File: src/rtl/smi_neg_pkg.sv
package smi_neg_pkg;
  localparam int unsigned FEAT_W      = 64;
  localparam int unsigned BYTE_CNT    = FEAT_W / 8;
  localparam int unsigned BIDX_W      = $clog2(BYTE_CNT);
  localparam int unsigned BIT_BCAST   = 0;
  localparam int unsigned BIT_HOTADD  = 1;
  localparam int unsigned BIT_HOTDEL  = 2;

  typedef logic [FEAT_W-1:0] feat_mask_t;

  function automatic logic request_legal(input feat_mask_t req, input feat_mask_t host);
    logic extra_bits;
    logic needs_bcast;
    logic del_wo_add;
    extra_bits  = |(req & ~host);
    needs_bcast = (req[BIT_HOTADD] | req[BIT_HOTDEL]) & ~req[BIT_BCAST];
    del_wo_add  = req[BIT_HOTDEL] & ~req[BIT_HOTADD];
    return ~(extra_bits | needs_bcast | del_wo_add);
  endfunction
endpackage

File: src/rtl/smi_req_file.sv
module smi_req_file
  import smi_neg_pkg::*;
(
  input  logic              clk,
  input  logic              rst_n,
  input  logic              locked,
  input  logic              wr_en,
  input  logic [BIDX_W-1:0] wr_idx,
  input  logic [7:0]        wr_data,
  output feat_mask_t        req_q
);
  logic [BYTE_CNT-1:0] byte_we;

  always_comb begin
    for (int b = 0; b < BYTE_CNT; b++) begin
      byte_we[b] = wr_en && !locked && (wr_idx == BIDX_W'(b));
    end
  end

  for (genvar g = 0; g < BYTE_CNT; g++) begin : g_byte
    always_ff @(posedge clk or negedge rst_n) begin
      if (!rst_n) begin
        req_q[8*g +: 8] <= 8'h00;
      end else if (byte_we[g]) begin
        req_q[8*g +: 8] <= wr_data;
      end
    end
  end

  // no byte may move once the negotiation is locked
  a_r3_frozen_when_locked: assert property (@(posedge clk) disable iff (!rst_n)
    locked |=> $stable(req_q));
endmodule

File: src/rtl/smi_feat_lock.sv
module smi_feat_lock
  import smi_neg_pkg::*;
#(
  parameter feat_mask_t HOST_MASK = 64'h7
) (
  input  logic       clk,
  input  logic       rst_n,
  input  logic       trigger,
  input  feat_mask_t req,
  output logic       feat_ok,
  output feat_mask_t neg_mask
);
  if (HOST_MASK[BIT_HOTDEL] && !HOST_MASK[BIT_HOTADD]) begin : g_bad_host_mask
    $error("host mask offers hot-unplug without hotplug");
  end

  logic accept;

  always_comb begin
    accept = trigger && !feat_ok && request_legal(req, HOST_MASK);
  end

  always_ff @(posedge clk or negedge rst_n) begin
    if (!rst_n) begin
      feat_ok  <= 1'b0;
      neg_mask <= '0;
    end else if (accept) begin
      feat_ok  <= 1'b1;
      neg_mask <= req;
    end
  end

  a_r4_rise_needs_trigger: assert property (@(posedge clk) disable iff (!rst_n)
    $rose(feat_ok) |-> $past(trigger));
  a_r5_inside_host: assert property (@(posedge clk) disable iff (!rst_n)
    feat_ok |-> ((neg_mask & ~HOST_MASK) == '0));
  a_r6_hotplug_needs_bcast: assert property (@(posedge clk) disable iff (!rst_n)
    (feat_ok && (neg_mask[BIT_HOTADD] || neg_mask[BIT_HOTDEL])) |-> neg_mask[BIT_BCAST]);
  a_r7_unplug_needs_plug: assert property (@(posedge clk) disable iff (!rst_n)
    (feat_ok && neg_mask[BIT_HOTDEL]) |-> neg_mask[BIT_HOTADD]);
  a_r8_lock_holds: assert property (@(posedge clk) disable iff (!rst_n)
    feat_ok |=> (feat_ok && $stable(neg_mask)));
  a_r5_clear_unless_ok: assert property (@(posedge clk) disable iff (!rst_n)
    !feat_ok |-> (neg_mask == '0));
endmodule

File: src/rtl/smi_apm_dispatch.sv
module smi_apm_dispatch #(
  parameter int unsigned NUM_CPUS      = 4,
  parameter logic [7:0]  ACPI_ON_CODE  = 8'hE1,
  parameter logic [7:0]  ACPI_OFF_CODE = 8'h1E,
  localparam int unsigned CPU_W        = (NUM_CPUS > 1) ? $clog2(NUM_CPUS) : 1
) (
  input  logic                clk,
  input  logic                rst_n,
  input  logic                apm_wr_en,
  input  logic [7:0]          apm_cmd,
  input  logic [CPU_W-1:0]    cpu_id,
  input  logic                smi_en,
  input  logic                bcast,
  output logic [NUM_CPUS-1:0] smi_pulse,
  output logic                acpi_on_stb,
  output logic                acpi_off_stb
);
  logic                is_on;
  logic                is_off;
  logic                fire;
  logic [NUM_CPUS-1:0] smi_d;
  logic                on_d;
  logic                off_d;

  always_comb begin
    is_on  = (apm_cmd == ACPI_ON_CODE);
    is_off = (apm_cmd == ACPI_OFF_CODE);
    on_d   = apm_wr_en && is_on;
    off_d  = apm_wr_en && is_off;
    fire   = apm_wr_en && !is_on && !is_off && smi_en;
    for (int c = 0; c < NUM_CPUS; c++) begin
      smi_d[c] = fire && (bcast || (cpu_id == CPU_W'(c)));
    end
  end

  always_ff @(posedge clk or negedge rst_n) begin
    if (!rst_n) begin
      smi_pulse    <= '0;
      acpi_on_stb  <= 1'b0;
      acpi_off_stb <= 1'b0;
    end else begin
      smi_pulse    <= smi_d;
      acpi_on_stb  <= on_d;
      acpi_off_stb <= off_d;
    end
  end

  a_r10_mode_no_smi: assert property (@(posedge clk) disable iff (!rst_n)
    (acpi_on_stb || acpi_off_stb) |-> ((smi_pulse == '0) && !(acpi_on_stb && acpi_off_stb)));
  a_r11_smi_needs_enable: assert property (@(posedge clk) disable iff (!rst_n)
    (|smi_pulse) |-> $past(apm_wr_en && smi_en));
  a_r13_single_target: assert property (@(posedge clk) disable iff (!rst_n)
    ((|smi_pulse) && !$past(bcast)) |-> ($countones(smi_pulse) == 1));
  a_r14_one_cycle: assert property (@(posedge clk) disable iff (!rst_n)
    (|smi_pulse) |=> ((smi_pulse == '0) || $past(apm_wr_en)));
endmodule

File: src/rtl/smi_feat_negotiator.sv
module smi_feat_negotiator
  import smi_neg_pkg::*;
#(
  parameter feat_mask_t  HOST_MASK     = 64'h7,
  parameter int unsigned NUM_CPUS      = 4,
  parameter logic [7:0]  ACPI_ON_CODE  = 8'hE1,
  parameter logic [7:0]  ACPI_OFF_CODE = 8'h1E,
  localparam int unsigned CPU_W        = (NUM_CPUS > 1) ? $clog2(NUM_CPUS) : 1
) (
  input  logic                clk,
  input  logic                rst_n,
  input  logic                req_wr_en,
  input  logic [BIDX_W-1:0]   req_wr_idx,
  input  logic [7:0]          req_wr_data,
  input  logic                ok_trigger,
  input  logic                apm_wr_en,
  input  logic [7:0]          apm_cmd,
  input  logic [CPU_W-1:0]    apm_cpu_id,
  input  logic                apm_smi_en,
  output logic [FEAT_W-1:0]   req_value,
  output logic                feat_ok,
  output logic [FEAT_W-1:0]   feat_negotiated,
  output logic [NUM_CPUS-1:0] smi_pulse,
  output logic                acpi_on_stb,
  output logic                acpi_off_stb
);
  logic [1:0] rst_sync;
  logic       rst_n_int;

  always_ff @(posedge clk or negedge rst_n) begin
    if (!rst_n) begin
      rst_sync <= 2'b00;
    end else begin
      rst_sync <= {rst_sync[0], 1'b1};
    end
  end

  assign rst_n_int = rst_sync[1];

  smi_req_file u_req (
    .clk     (clk),
    .rst_n   (rst_n_int),
    .locked  (feat_ok),
    .wr_en   (req_wr_en),
    .wr_idx  (req_wr_idx),
    .wr_data (req_wr_data),
    .req_q   (req_value)
  );

  smi_feat_lock #(.HOST_MASK(HOST_MASK)) u_lock (
    .clk      (clk),
    .rst_n    (rst_n_int),
    .trigger  (ok_trigger),
    .req      (req_value),
    .feat_ok  (feat_ok),
    .neg_mask (feat_negotiated)
  );

  smi_apm_dispatch #(
    .NUM_CPUS      (NUM_CPUS),
    .ACPI_ON_CODE  (ACPI_ON_CODE),
    .ACPI_OFF_CODE (ACPI_OFF_CODE)
  ) u_apm (
    .clk          (clk),
    .rst_n        (rst_n_int),
    .apm_wr_en    (apm_wr_en),
    .apm_cmd      (apm_cmd),
    .cpu_id       (apm_cpu_id),
    .smi_en       (apm_smi_en),
    .bcast        (feat_negotiated[BIT_BCAST]),
    .smi_pulse    (smi_pulse),
    .acpi_on_stb  (acpi_on_stb),
    .acpi_off_stb (acpi_off_stb)
  );

  // the request may only change through a write taken while unlocked
  a_r3_req_moves_on_write: assert property (@(posedge clk) disable iff (!rst_n_int)
    !$stable(req_value) |-> $past(req_wr_en && !feat_ok));
endmodule

File: config.mk
export PLATFORM = sky130hd
export DESIGN_NAME = smi_feat_negotiator
export DESIGN_NICKNAME = d
export VERILOG_FILES = /design/src/rtl/smi_neg_pkg.sv /design/src/rtl/smi_req_file.sv /design/src/rtl/smi_feat_lock.sv /design/src/rtl/smi_apm_dispatch.sv /design/src/rtl/smi_feat_negotiator.sv
export SDC_FILE = /design/constraint.sdc
export NUM_CORES = 1
export LEC_CHECK = 0
export BUFFER_PORTS_ARGS = -buffer_cell sky130_fd_sc_hd__buf_2
export CORE_ASPECT_RATIO = 0.8
export CORE_MARGIN = 2
export CORE_UTILIZATION = 40
export DETAILED_ROUTE_END_ITERATION = 7
export PLACE_DENSITY = 0.65
export SETUP_SLACK_MARGIN = 0.2
export SLEW_MARGIN = 10
export SYNTH_ARGS = -nofsm -noshare
export SYNTH_HDL_FRONTEND = slang
export SYNTH_SLANG_ARGS = --single-unit
File: constraint.sdc
create_clock -name clk -period 5.1 [get_ports clk]
set_clock_uncertainty 0.05 [all_clocks]
set_input_delay 0.255 -clock clk [delete_from_list [all_inputs] [get_ports clk]]
set_output_delay 0.255 -clock clk [all_outputs]
set_load 0.01 [all_outputs]
-- Word level (Yosys, flattened, before mapping)
Index checks and enable logic that the tools add are counted.
- bits of input ports: 27
- word-level logic and storage cells: 64
- register bits: 137
- output and inout bits: 135
- bitwise operators: 8
- reductions and logical operators: 30
- equal/unequal tests: 12
- operators by type and width (operator ; count):
    $reduce_or A61 Y1 ; 1
    $logic_and A1 B1 Y1 ; 20
    $eq A3 B3 Y1 const B ; 4
    $eq A8 B5 Y1 const B ; 1
    $eq A8 B8 Y1 const B ; 1
    $eq A3 B2 Y1 const B ; 2
    $eq A2 B2 Y1 const B ; 2
    $logic_or A1 B1 Y1 ; 4
    $eq A3 B1 Y1 const B ; 1
    $logic_not A1 Y1 ; 3
    $logic_not A3 Y1 ; 1
    $not A1 Y1 ; 3
    $or A1 B1 Y1 ; 3
    $and A1 B1 Y1 ; 2
    $eq A2 B1 Y1 const B ; 1
    $logic_not A2 Y1 ; 1

-- Logic depth before layout (Yosys ltp)
Gate-level depths: netlist (run 1).
- word-level depth: 6
- depth in mapped cells: 7

-- Hierarchy
A second synthesis (run 1) with hierarchy kept.
- cell total of the unflattened synthesis: 333
- area total of the unflattened synthesis: 5099.9 sq um
- modules (own cells, without submodules) (module ; cells an instance ; instances ; area an instance (sq um)):
    smi_req_file ; 144 ; 1 ; 2487.4
    smi_feat_lock ; 161 ; 1 ; 2283.4
    smi_apm_dispatch ; 25 ; 1 ; 275.3
    smi_feat_negotiator ; 3 ; 1 ; 53.8

-- Worst setup path before layout (run 1)
No wires, ideal clock.
- kind: register -> register
- start point: register u_lock.feat_ok
- end point: register u_lock.neg_mask[0]
- required time: 4.925 ns
- arrival: 1.877 ns
- library setup time: 0.125 ns
- stages on the path, launching flop included: 7
- clock period less this slack: 2.052 ns
- buffers on the path: 1
- path slack: 3.048 ns
- cell sequence: dfrtp_1 -> nor4_1 -> and4_1 -> nand3_1 -> or4_4 -> buf_6 -> mux2_4
- longest elaborated chain between the ends: 3
- RTL lines (what ; line ; RTL):
    start, declared ; smi_feat_lock.sv:10 ; output logic feat_ok,
    start signal, assigned ; smi_feat_lock.sv:25 ; feat_ok <= 1'b0;
    start signal, assigned ; smi_feat_lock.sv:28 ; feat_ok <= 1'b1;
    $logic_not A1 Y1 ; smi_feat_lock.sv:20 ; accept = trigger && !feat_ok && request_legal(req, HOST_MASK);
    $logic_and A1 B1 Y1 (2 in a row) ; smi_feat_lock.sv:20 ;
    end signal, assigned ; smi_feat_lock.sv:29 ; neg_mask <= req;
    end, declared ; smi_feat_lock.sv:11 ; output feat_mask_t neg_mask
No other way between the ends.
A chain may end at the register's enable or synchronous reset.

-- Worst setup path after layout (run 1)
- start point: register u_req.req_q[13]
- end point: register u_lock.neg_mask[2]
- longest elaborated chain between the ends: 5
- RTL lines (what ; line ; RTL):
    start, declared ; smi_req_file.sv:10 ; output feat_mask_t req_q
    start signal, assigned by index ; smi_req_file.sv:25 ; req_q[8*g +: 8] <= wr_data;
    $reduce_or A61 Y1 ; smi_neg_pkg.sv:15 ; extra_bits = |(req & ~host);
    $or A1 B1 Y1 (2 in a row) ; smi_neg_pkg.sv:18 ; return ~(extra_bits | needs_bcast | del_wo_add);
    $not A1 Y1 ; smi_neg_pkg.sv:18 ;
    $logic_and A1 B1 Y1 ; smi_feat_lock.sv:20 ;
No other way between the ends.

==> metrics.txt, run 1 <==
# TYPE chip_impl_metric gauge
chip_impl_metric{name="timing.final.crit_share",unit="%"} 48.06
chip_impl_metric{name="place_area",unit="um^2"} 5958
chip_impl_metric{name="place_congestion",unit=""} 0.7772
chip_impl_metric{name="global_route_overflow",unit=""} 0
chip_impl_metric{name="std_cell_rows",unit=""} 36
chip_impl_metric{name="grt_antenna_before_repair",unit=""} 0
chip_impl_metric{name="cts_buffers",unit=""} 17
chip_impl_info{name="post-synth-top-area-cell",value="dfrtp_1"} 1
chip_impl_metric{name="hold_viol",unit=""} 0
chip_impl_metric{name="layout_min_cycle_time",unit="ns"} 2.451
chip_impl_info{name="cts_root_buf",value="clkbuf_16"} 1
chip_impl_metric{name="antenna_cell_count",unit=""} 0
chip_impl_info{name="cts_tree",value="done"} 1
chip_impl_metric{name="nets",unit=""} 532
chip_impl_metric{name="crit_buf_inv",unit=""} 0
chip_impl_info{name="crit_path_cell_trace",value="nor4_1 -> and4_1 -> nand3_1 -> or4_4 -> mux2_4"} 1
chip_impl_metric{name="n_fill_cell",unit=""} 1026
chip_impl_metric{name="number_of_global_route_vias_before_repair",unit=""} 3345
chip_impl_metric{name="design.die.area",unit="um^2"} 13470
chip_impl_metric{name="first_pass_grt_wire_length",unit="um"} 18760
chip_impl_metric{name="worst_skew_pair.late_latency",unit="ns"} 0.41
chip_impl_metric{name="number_of_flops_mapped_to_enable_cells_by_yosys",unit=""} 0
chip_impl_metric{name="drv.max_cap_violation_count",unit=""} 0
chip_impl_metric{name="ir_drop",unit="uV"} 272.7
chip_impl_metric{name="async_reset_ff_share",unit="%"} 100.0
chip_impl_metric{name="leakagePower",unit="uW"} 0.003437
chip_impl_metric{name="drt-initial-drc-count",unit=""} 162
chip_impl_metric{name="area_delta_synth_final",unit="%"} 31.27
chip_impl_info{name="unrepaired_setup_endpoints_after_global_routing",value="no"} 1
chip_impl_metric{name="max_clock_freq",unit="MHz"} 408.0
chip_impl_info{name="hold_path_class",value="input port to flip-flop"} 1
chip_impl_metric{name="cp_slowest_stage_delay",unit="ns"} 0.82
chip_impl_metric{name="finalMaxSlewViolations",unit=""} 0
chip_impl_metric{name="synthDominantCellAreaShare",unit="%"} 68.28
chip_impl_metric{name="grt_start_max_net_pins",unit=""} 77
chip_impl_metric{name="cp_data_required_time",unit="ns"} 5.34
chip_impl_info{name="cpMaxStageDelayCell",value="or4_4"} 1
chip_impl_metric{name="post_synth_inst_count",unit=""} 335
chip_impl_metric{name="critPathArrivalTime",unit="ns"} 2.69
chip_impl_metric{name="drt-pass1-iter-count",unit=""} 4
chip_impl_metric{name="drt.antenna.violating_nets",unit=""} 0
chip_impl_metric{name="setup_violations",unit=""} 0
chip_impl_metric{name="powerDensity",unit="nW/um^2"} 466.5
chip_impl_metric{name="cts.htree.levels",unit=""} 4
chip_impl_info{name="synthTopCellsByArea",value="dfrtp_1 (68%), mux2_2 (14%), and2_1 (7.8%), nor4_1 (2.0%), buf_6 (1.3%)"} 1
chip_impl_metric{name="synthesis.nets",unit=""} 362
chip_impl_metric{name="totalNegativeSetupSlack",unit="ns"} 0
chip_impl_metric{name="multiInputGateArea",unit="um^2"} 1491
chip_impl_metric{name="postSynthRegisterBits",unit=""} 137
chip_impl_metric{name="numClockSinks",unit=""} 137
chip_impl_metric{name="post-place-cells",unit=""} 656
chip_impl_metric{name="synth.cell_area",unit="um^2"} 5021
chip_impl_metric{name="layout-drive-gt1-share",unit="%"} 50.39
chip_impl_metric{name="tightest_slew",unit="ns"} 0.9536
chip_impl_info{name="critical_path.endpoint_type",value="flip-flop"} 1
chip_impl_metric{name="drt_drc_violations_left",unit=""} 0
chip_impl_metric{name="synth_sequential_area_ratio",unit="%"} 68.28
chip_impl_metric{name="seqCellArea",unit="um^2"} 3432
chip_impl_metric{name="place.port_buffers",unit=""} 161
chip_impl_info{name="ys.flop_type",value="dfrtp_1"} 1
chip_impl_metric{name="per_instance_average_area_after_synthesis",unit="um^2"} 14.99
chip_impl_metric{name="gr-usage-all-layers",unit="%"} 18.57
chip_impl_info{name="start_kind",value="flip-flop"} 1
chip_impl_metric{name="die_h",unit="um"} 104.2
chip_impl_metric{name="totalWireLength",unit="um"} 11970
chip_impl_info{name="type_of_the_worst_setup_path",value="flip-flop to flip-flop"} 1
chip_impl_metric{name="wl_per_cell",unit="um"} 17.42
chip_impl_metric{name="synth.lib_cells_used.distinct",unit=""} 26
chip_impl_info{name="path_delay_family",value="simple AND/OR/NAND/NOR gates"} 1
chip_impl_metric{name="starting_density",unit="%"} 41.13
chip_impl_metric{name="dieWidth",unit="um"} 129.3
chip_impl_metric{name="design.core.area",unit="um^2"} 12210
chip_impl_metric{name="io_pins",unit=""} 162
chip_impl_metric{name="post-cts-setup-buffers",unit=""} 0
chip_impl_metric{name="final_area",unit="um^2"} 6591
chip_impl_metric{name="worst_setup_hold_path_clk_slew",unit="ns"} 0.05
chip_impl_metric{name="detailedPlacementHpwl",unit="um"} 8152
chip_impl_metric{name="layout.cells.non_filler",unit=""} 687
chip_impl_info{name="outcome",value="finished, final reports clean"} 1
chip_impl_metric{name="timing.slew.headroom",unit="%"} 36.43
chip_impl_metric{name="viasPerCell",unit=""} 4.735
chip_impl_metric{name="crit_fanout",unit=""} 65
chip_impl_metric{name="max-clock-path-buffers",unit=""} 2
chip_impl_metric{name="synthesis.yosys.warnings",unit=""} 0
chip_impl_metric{name="vias",unit=""} 3253
## layer usage
metal	track usage, %	wire length [um]
met1	25.66	5572
met2	26.88	5296
met3	6.893	883
met4	6.522	214
met5	0	0
## cells in the final DEF, fill, tap and decap left out
cell | synthesis | final
buf_2 | 0 | 161
dfrtp_1 | 137 | 136
mux2_2 | 64 | 64
and2_1 | 63 | 63
clkbuf_16 | 0 | 17
nor4_1 | 16 | 16
nor2_1 | 7 | 7
bufinv_16 | 0 | 5
nand2b_1 | 4 | 4
a21oi_1 | 4 | 4
nand3_1 | 3 | 3
nand2_1 | 3 | 3
mux2_4 | 3 | 3
nand3b_1 | 3 | 3
clkinv_2 | 0 | 3
clkbuf_1 | 5 | 3
nand4b_1 | 2 | 2
inv_1 | 2 | 2
nand4_1 | 2 | 2
nor3b_2 | 2 | 2
nor4b_1 | 1 | 1
and4_1 | 1 | 1
o21ai_0 | 1 | 1
nor3_1 | 1 | 1
or4_4 | 1 | 1
nor3b_1 | 1 | 1
and3_1 | 1 | 1
clkbuf_8 | 0 | 1
clkinvlp_4 | 0 | 1
dlygate4sd3_1 | 0 | 1
buf_4 | 1 | 1
conb_1 | 1 | 1
dfrtp_4 | 0 | 1
## timing repair
action | CTS | global route
hold buffers | 1 | 0
hold endpoints to repair | 2 | 0
gates resized for setup | 0 | 0
## report_power, final
group / switching (uW) / total, uW / leakage (uW) / internal, uW
clock network: 427 / 1300 / 0.000303 / 872
registers: 121 / 1350 / 0.00178 / 1230
logic: 216 / 429 / 0.00135 / 213
total: 764 / 3080 / 0.00344 / 2310
## state kept, by name, summed over array words and instances (netlist names)
name                flops
u_lock.neg_mask        64
u_req.req_q            64
u_apm.smi_pulse         4
rst_sync                2
u_apm.acpi_off_stb      1
u_apm.acpi_on_stb       1
u_lock.feat_ok          1
## final cells by class
cell class                 count  share of cell area [%]
clock buffer                  21                   6.834
sequential                   137                   52.07
multi-input combinational    184                   22.63
timing repair buffer         163                   12.49
clock inverter                 9                   2.620
inverter                       2                  0.1139
tap                          171                   3.246
## final timing paths
path,to,slack (ns),cells past startpoint,startpoint
setup reg to reg,u_lock.neg_mask[2],2.65,5,u_req.req_q[13]
setup / recovery,u_lock.neg_mask[2],2.65,5,u_req.req_q[13]
hold / removal,u_apm.acpi_on_stb,0.05,2,apm_wr_en
min in group asynchronous,rst_sync[0],0.12,2,rst_n
hold reg to reg,rst_sync[1],0.30,0,rst_sync[0]
max in group asynchronous,u_lock.neg_mask[0],3.26,1,rst_sync[1]
## metrics by stage
stage / setup slack [ns] / power, uW / hold slack [ns] / util (%)
after detailed placement: 2.633 / 1795 / -0.005305 / 48.81
final: 2.649 / 3075 / 0.04795 / 54.00
after floorplan: 0.9504 / 1563 / -0.09059 / -
after global routing: 2.536 / 3221 / 0.04369 / 54.00
after CTS: 2.619 / 3109 / 0.02765 / 54.00
after global placement: 2.706 / 1783 / -0.01059 / 48.81
## synthesized netlist by cell type (3+ instances only)
master and number:
mux2_2 64, nand2b_1 4, nand2_1 3, and2_1 63, buf_6 6, nand3_1 3, nor2_1 7, dfrtp_1 137
nor4_1 16, mux2_4 3, a21oi_1 4, nand3b_1 3, clkbuf_1 5
## cells by family after synthesis
family / share of synthesized area (%)
flip-flops: 68.28
AND/OR/NAND/NOR: 13.88
multiplexers: 15.25
buffers and inverters: 2.018
AO/OA/AOI/OAI: 0.4983
other: 0.07469
Power figures use the tool's default switching activity.
==> run 2: changes to the inputs <==
--- a/config.mk
+++ b/config.mk
@@ -5,6 +5,7 @@
 export SDC_FILE = /design/constraint.sdc
 export NUM_CORES = 1
 export LEC_CHECK = 0
+export ABC_AREA = 1
 export BUFFER_PORTS_ARGS = -buffer_cell sky130_fd_sc_hd__buf_2
 export CORE_ASPECT_RATIO = 0.8
 export CORE_MARGIN = 2
==> constraint.sdc (replaced) <==
create_clock -name clk -period 2.4 [get_ports clk]
set_clock_uncertainty 0.05 [all_clocks]
set_input_delay 0.12 -clock clk [delete_from_list [all_inputs] [get_ports clk]]
set_output_delay 0.12 -clock clk [all_outputs]
set_load 0.01 [all_outputs]
==> metrics.txt, run 2 <==
# TYPE chip_impl_metric gauge
chip_impl_info{name="outcome",value="finished, final reports clean"} 1
chip_impl_metric{name="grt_antenna_before_repair",unit=""} 1
chip_impl_info{name="type_of_the_worst_setup_path",value="flip-flop to flip-flop"} 1
chip_impl_metric{name="cp_data_required_time",unit="ns"} 2.65
chip_impl_metric{name="number_of_global_route_vias_before_repair",unit=""} 3899
chip_impl_metric{name="crit_fanout",unit=""} 65
chip_impl_metric{name="io_pins",unit=""} 162
chip_impl_metric{name="met2WireLength",unit="um"} 5588
chip_impl_metric{name="drv.max_cap_violation_count",unit=""} 0
chip_impl_metric{name="wl_per_cell",unit="um"} 14.28
chip_impl_info{name="synth_most_common_cell",value="nand2_1"} 1
chip_impl_metric{name="yosys.area_share.adder",unit="%"} 0
chip_impl_metric{name="worst_setup_hold_path_clk_slew",unit="ns"} 0.06
chip_impl_metric{name="design.core.area",unit="um^2"} 12300
chip_impl_info{name="top_regs",value="u_lock.neg_mask x64, u_req.req_q x64, u_apm.smi_pulse x4"} 1
chip_impl_metric{name="layout_min_cycle_time",unit="ns"} 1.789
chip_impl_metric{name="synth-compound-area-share",unit="%"} 6.783
chip_impl_metric{name="synth_simple_gate_area_share",unit="%"} 17.47
chip_impl_metric{name="antenna_cell_count",unit=""} 0
chip_impl_metric{name="synth.lib_cells_used.distinct",unit=""} 20
chip_impl_metric{name="max_clock_freq",unit="MHz"} 559.0
chip_impl_metric{name="net_switching_share_of_the_total_power",unit="%"} 20.69
chip_impl_metric{name="place_area",unit="um^2"} 6077
chip_impl_metric{name="layout-drive-gt1-share",unit="%"} 28.28
chip_impl_info{name="cts_tree",value="done"} 1
chip_impl_metric{name="ir_drop",unit="uV"} 425.0
chip_impl_metric{name="leakagePower",unit="uW"} 0.004265
chip_impl_metric{name="place.port_buffers",unit=""} 161
chip_impl_metric{name="intPower",unit="uW"} 4067
chip_impl_metric{name="finalMaxSlewViolations",unit=""} 0
chip_impl_metric{name="cp_slowest_stage_delay",unit="ns"} 0.42
chip_impl_metric{name="worstHoldPathCells",unit=""} 3
chip_impl_metric{name="totalNegativeSetupSlack",unit="ns"} 0
chip_impl_metric{name="nets",unit=""} 739
chip_impl_metric{name="number_of_flops_mapped_to_enable_cells_by_yosys",unit=""} 0
chip_impl_metric{name="n_fill_cell",unit=""} 1131
chip_impl_metric{name="cts.htree.levels",unit=""} 4
chip_impl_metric{name="postSynthRegisterBits",unit=""} 137
chip_impl_metric{name="max-clock-path-buffers",unit=""} 2
chip_impl_metric{name="area_delta_synth_final",unit="%"} 33.82
chip_impl_metric{name="worst_skew_pair.late_latency",unit="ns"} 0.42
chip_impl_metric{name="detailedPlacementHpwl",unit="um"} 8807
chip_impl_metric{name="tightest_slew",unit="ns"} 0.6319
chip_impl_metric{name="synthDominantCellAreaShare",unit="%"} 67.34
chip_impl_info{name="critical_path.endpoint_type",value="flip-flop"} 1
chip_impl_metric{name="dieWidth",unit="um"} 130.1
chip_impl_metric{name="viasPerCell",unit=""} 4.469
chip_impl_metric{name="starting_density",unit="%"} 41.40
chip_impl_metric{name="async_reset_ff_share",unit="%"} 100.0
chip_impl_info{name="ys.flop_type",value="dfrtp_1"} 1
chip_impl_metric{name="die_h",unit="um"} 104.9
chip_impl_metric{name="drt-pass1-iter-count",unit=""} 5
chip_impl_metric{name="cts-hold-fix-buffers",unit=""} 12
chip_impl_metric{name="global_route_overflow",unit=""} 0
chip_impl_info{name="holdCritStartpoint",value="apm_smi_en"} 1
chip_impl_metric{name="totalWireLength",unit="um"} 12790
chip_impl_metric{name="powerDensity",unit="nW/um^2"} 752.6
chip_impl_metric{name="grt_start_max_net_pins",unit=""} 66
chip_impl_metric{name="met3_wirelength",unit="um"} 1114
chip_impl_metric{name="drt.antenna.violating_nets",unit=""} 0
chip_impl_metric{name="design.die.area",unit="um^2"} 13650
chip_impl_info{name="cts_root_buf",value="clkbuf_16"} 1
chip_impl_info{name="synth_top_family_by_area",value="simple AND/OR/NAND/NOR gates"} 1
chip_impl_info{name="layout.cells.most_common",value="buf_2"} 1
chip_impl_metric{name="share_of_total_power_in_sequential_cells",unit="%"} 45.4
chip_impl_metric{name="per_instance_average_area_after_synthesis",unit="um^2"} 9.606
chip_impl_metric{name="drt-met1-wl",unit="um"} 5846
chip_impl_metric{name="synthesis.nets",unit=""} 557
chip_impl_metric{name="final_area",unit="um^2"} 6813
chip_impl_info{name="rr_endpoint",value="u_lock.neg_mask[0]"} 1
chip_impl_metric{name="cts_repair_resize_count",unit=""} 0
chip_impl_info{name="start_kind",value="flip-flop"} 1
chip_impl_metric{name="place_congestion",unit=""} 0.7959
chip_impl_metric{name="hold_viol",unit=""} 0
chip_impl_metric{name="drt_drc_violations_left",unit=""} 0
chip_impl_metric{name="post_synth_inst_count",unit=""} 530
chip_impl_metric{name="synthesis.yosys.warnings",unit=""} 0
chip_impl_info{name="post-synth-top-area-cell",value="dfrtp_1"} 1
chip_impl_metric{name="timing.slew.headroom",unit="%"} 57.88
chip_impl_metric{name="synth-xor-area-share",unit="%"} 0
chip_impl_metric{name="timing.final.crit_share",unit="%"} 74.53
chip_impl_metric{name="first_pass_grt_wire_length",unit="um"} 20110
chip_impl_metric{name="gr-usage-all-layers",unit="%"} 19.64
chip_impl_metric{name="worst-r2r-cell-count",unit=""} 9
chip_impl_info{name="hold_path_class",value="input port to flip-flop"} 1
chip_impl_info{name="final_cell_mix",value="buf_2 (161), nand2_1 (142), dfrtp_1 (136)"} 1
chip_impl_metric{name="critPathArrivalTime",unit="ns"} 2.04
chip_impl_metric{name="std_cell_rows",unit=""} 36
chip_impl_metric{name="clockPowerShare",unit="%"} 52.3
chip_impl_info{name="synthTopCellsByArea",value="dfrtp_1 (67%), nand2_1 (10%), inv_1 (6.0%), nor2_1 (4.6%), o21ai_0 (4.6%)"} 1
chip_impl_metric{name="synth_sequential_area_ratio",unit="%"} 67.34
chip_impl_metric{name="power.share.combinational",unit="%"} 2.3
chip_impl_metric{name="cts_buffers",unit=""} 17
chip_impl_info{name="worst_hold_path.endpoint",value="u_apm.smi_pulse[2]"} 1
chip_impl_info{name="cpMaxStageDelayCell",value="dfrtp_1"} 1
chip_impl_metric{name="post-cts-setup-buffers",unit=""} 0
chip_impl_metric{name="net_switching_power",unit="uW"} 1061
chip_impl_metric{name="vias",unit=""} 4004
chip_impl_info{name="top_layer_used",value="met4"} 1
chip_impl_metric{name="synth.cell_area",unit="um^2"} 5091
chip_impl_metric{name="drt-initial-drc-count",unit=""} 217
chip_impl_metric{name="numClockSinks",unit=""} 137
chip_impl_metric{name="ff2ff_setup_slack",unit="ns"} 0.61
chip_impl_info{name="commonest_cells_post_synth",value="nand2_1 (142), dfrtp_1 (137), inv_1 (82), nor2_1 (63), o21ai_0 (47)"} 1
chip_impl_metric{name="setup_violations",unit=""} 0
chip_impl_info{name="worst_path_most_repeated_cell",value="nand2_1"} 1
chip_impl_info{name="unrepaired_setup_endpoints_after_global_routing",value="no"} 1
chip_impl_info{name="crit_path_cell_trace",value="nor2_1 -> nand2_1 -> nor2_1 -> nand2_1 -> nor2_2 -> nand3_2 -> buf_4 -> nand2_1 -> nand2_1"} 1
chip_impl_metric{name="synth.area.mux_share",unit="%"} 0
chip_impl_info{name="worst_r2r_startpoint",value="u_req.req_q[52]"} 1
==> run 2: changes by cell type in the layout (fill, tap and decap cells not counted), sizes merged, moves of 3 or more <==
| cell | delta |
|---|---|
| nand2 | +139 |
| inv | +81 |
| mux2 | -67 |
| and2 | -63 |
| nor2 | +58 |
| o21ai | +47 |
| a21oi | +17 |
| nor4 | -15 |
| dlygate4sd3 | +11 |
| buf | +5 |
| nand4 | +5 |
| nand2b | -4 |
| nor3b | -3 |
==> run 2: worst max-delay path, delay by kind of cell, from the launching register on <==
family                 cells  cell delay [ns]
AND/OR/NAND/NOR            8             0.84
buffers and inverters      1             0.32
flip-flops                 1             0.42
==> run 2: worst max-delay path by stage <==
stage               depth (start not counted)  slack [ns]             from                  to
global placement                            9        0.65  u_req.req_q[50]  u_lock.neg_mask[2]
detailed placement                          9        0.62  u_req.req_q[50]  u_lock.neg_mask[0]
global route                                9        0.39  u_req.req_q[50]  u_lock.neg_mask[0]
finish                                      9        0.61  u_req.req_q[52]  u_lock.neg_mask[0]
CTS                                         9        0.59  u_req.req_q[52]  u_lock.neg_mask[0]
floorplan                                   0        0.90      rst_sync[1]  u_apm.acpi_off_stb
==> run 2: final cells by class <==
type | count | area (um^2) | share of cell area (%)
clock buffer | 21 | 470.5 | 6.905
inverter | 83 | 311.5 | 4.573
timing repair buffer | 179 | 996.0 | 14.62
sequential | 137 | 3432 | 50.38
tap | 171 | 214.0 | 3.140
multi-input combinational | 294 | 1244 | 18.26
clock inverter | 11 | 145.1 | 2.130
==> run 2: layer usage <==
metal  track usage (%)  vias to the layer above
li1                  -                     1979
met2             29.28                      133
met1             26.26                     1873
met5                 0                        -
met3             6.554                       19
met4             8.218                        0
==> run 2: logic make-up (layout without fill, tap and decap cells) <==
group	after synthesis	count (layout)
simple gates	224	224
flops	137	137
buf+inv	99	294
compound gates	69	69
other cells	1	1
==> run 2: power by group through the flow <==
| stage | sequential [uW] | combinational, uW | clock, uW |
|---|---|---|---|
| after detailed placement | 2370 | 106 | 0 |
| after floorplan | 2390 | 20.2 | 0 |
| after CTS | 2330 | 119 | 2730 |
| after global routing | 2330 | 131 | 2830 |
| final | 2330 | 117 | 2680 |
| after global placement | 2370 | 103 | 0 |
==> run 2: metrics by stage <==
stage | std cells | total power [uW] | setup slack [ns] | utilization [%] | hold WS, ns
final | 896 | 5128 | 0.6112 | 55.40 | 0.02319
after global routing | 896 | 5295 | 0.3904 | 55.40 | 0.02833
after CTS | 896 | 5184 | 0.5893 | 55.40 | 0.01440
after detailed placement | 852 | 2478 | 0.6213 | 49.42 | -0.1436
after global placement | 852 | 2474 | 0.6480 | 49.42 | -0.1446
after floorplan | 530 | 2410 | 0.9039 | - | -0.2256
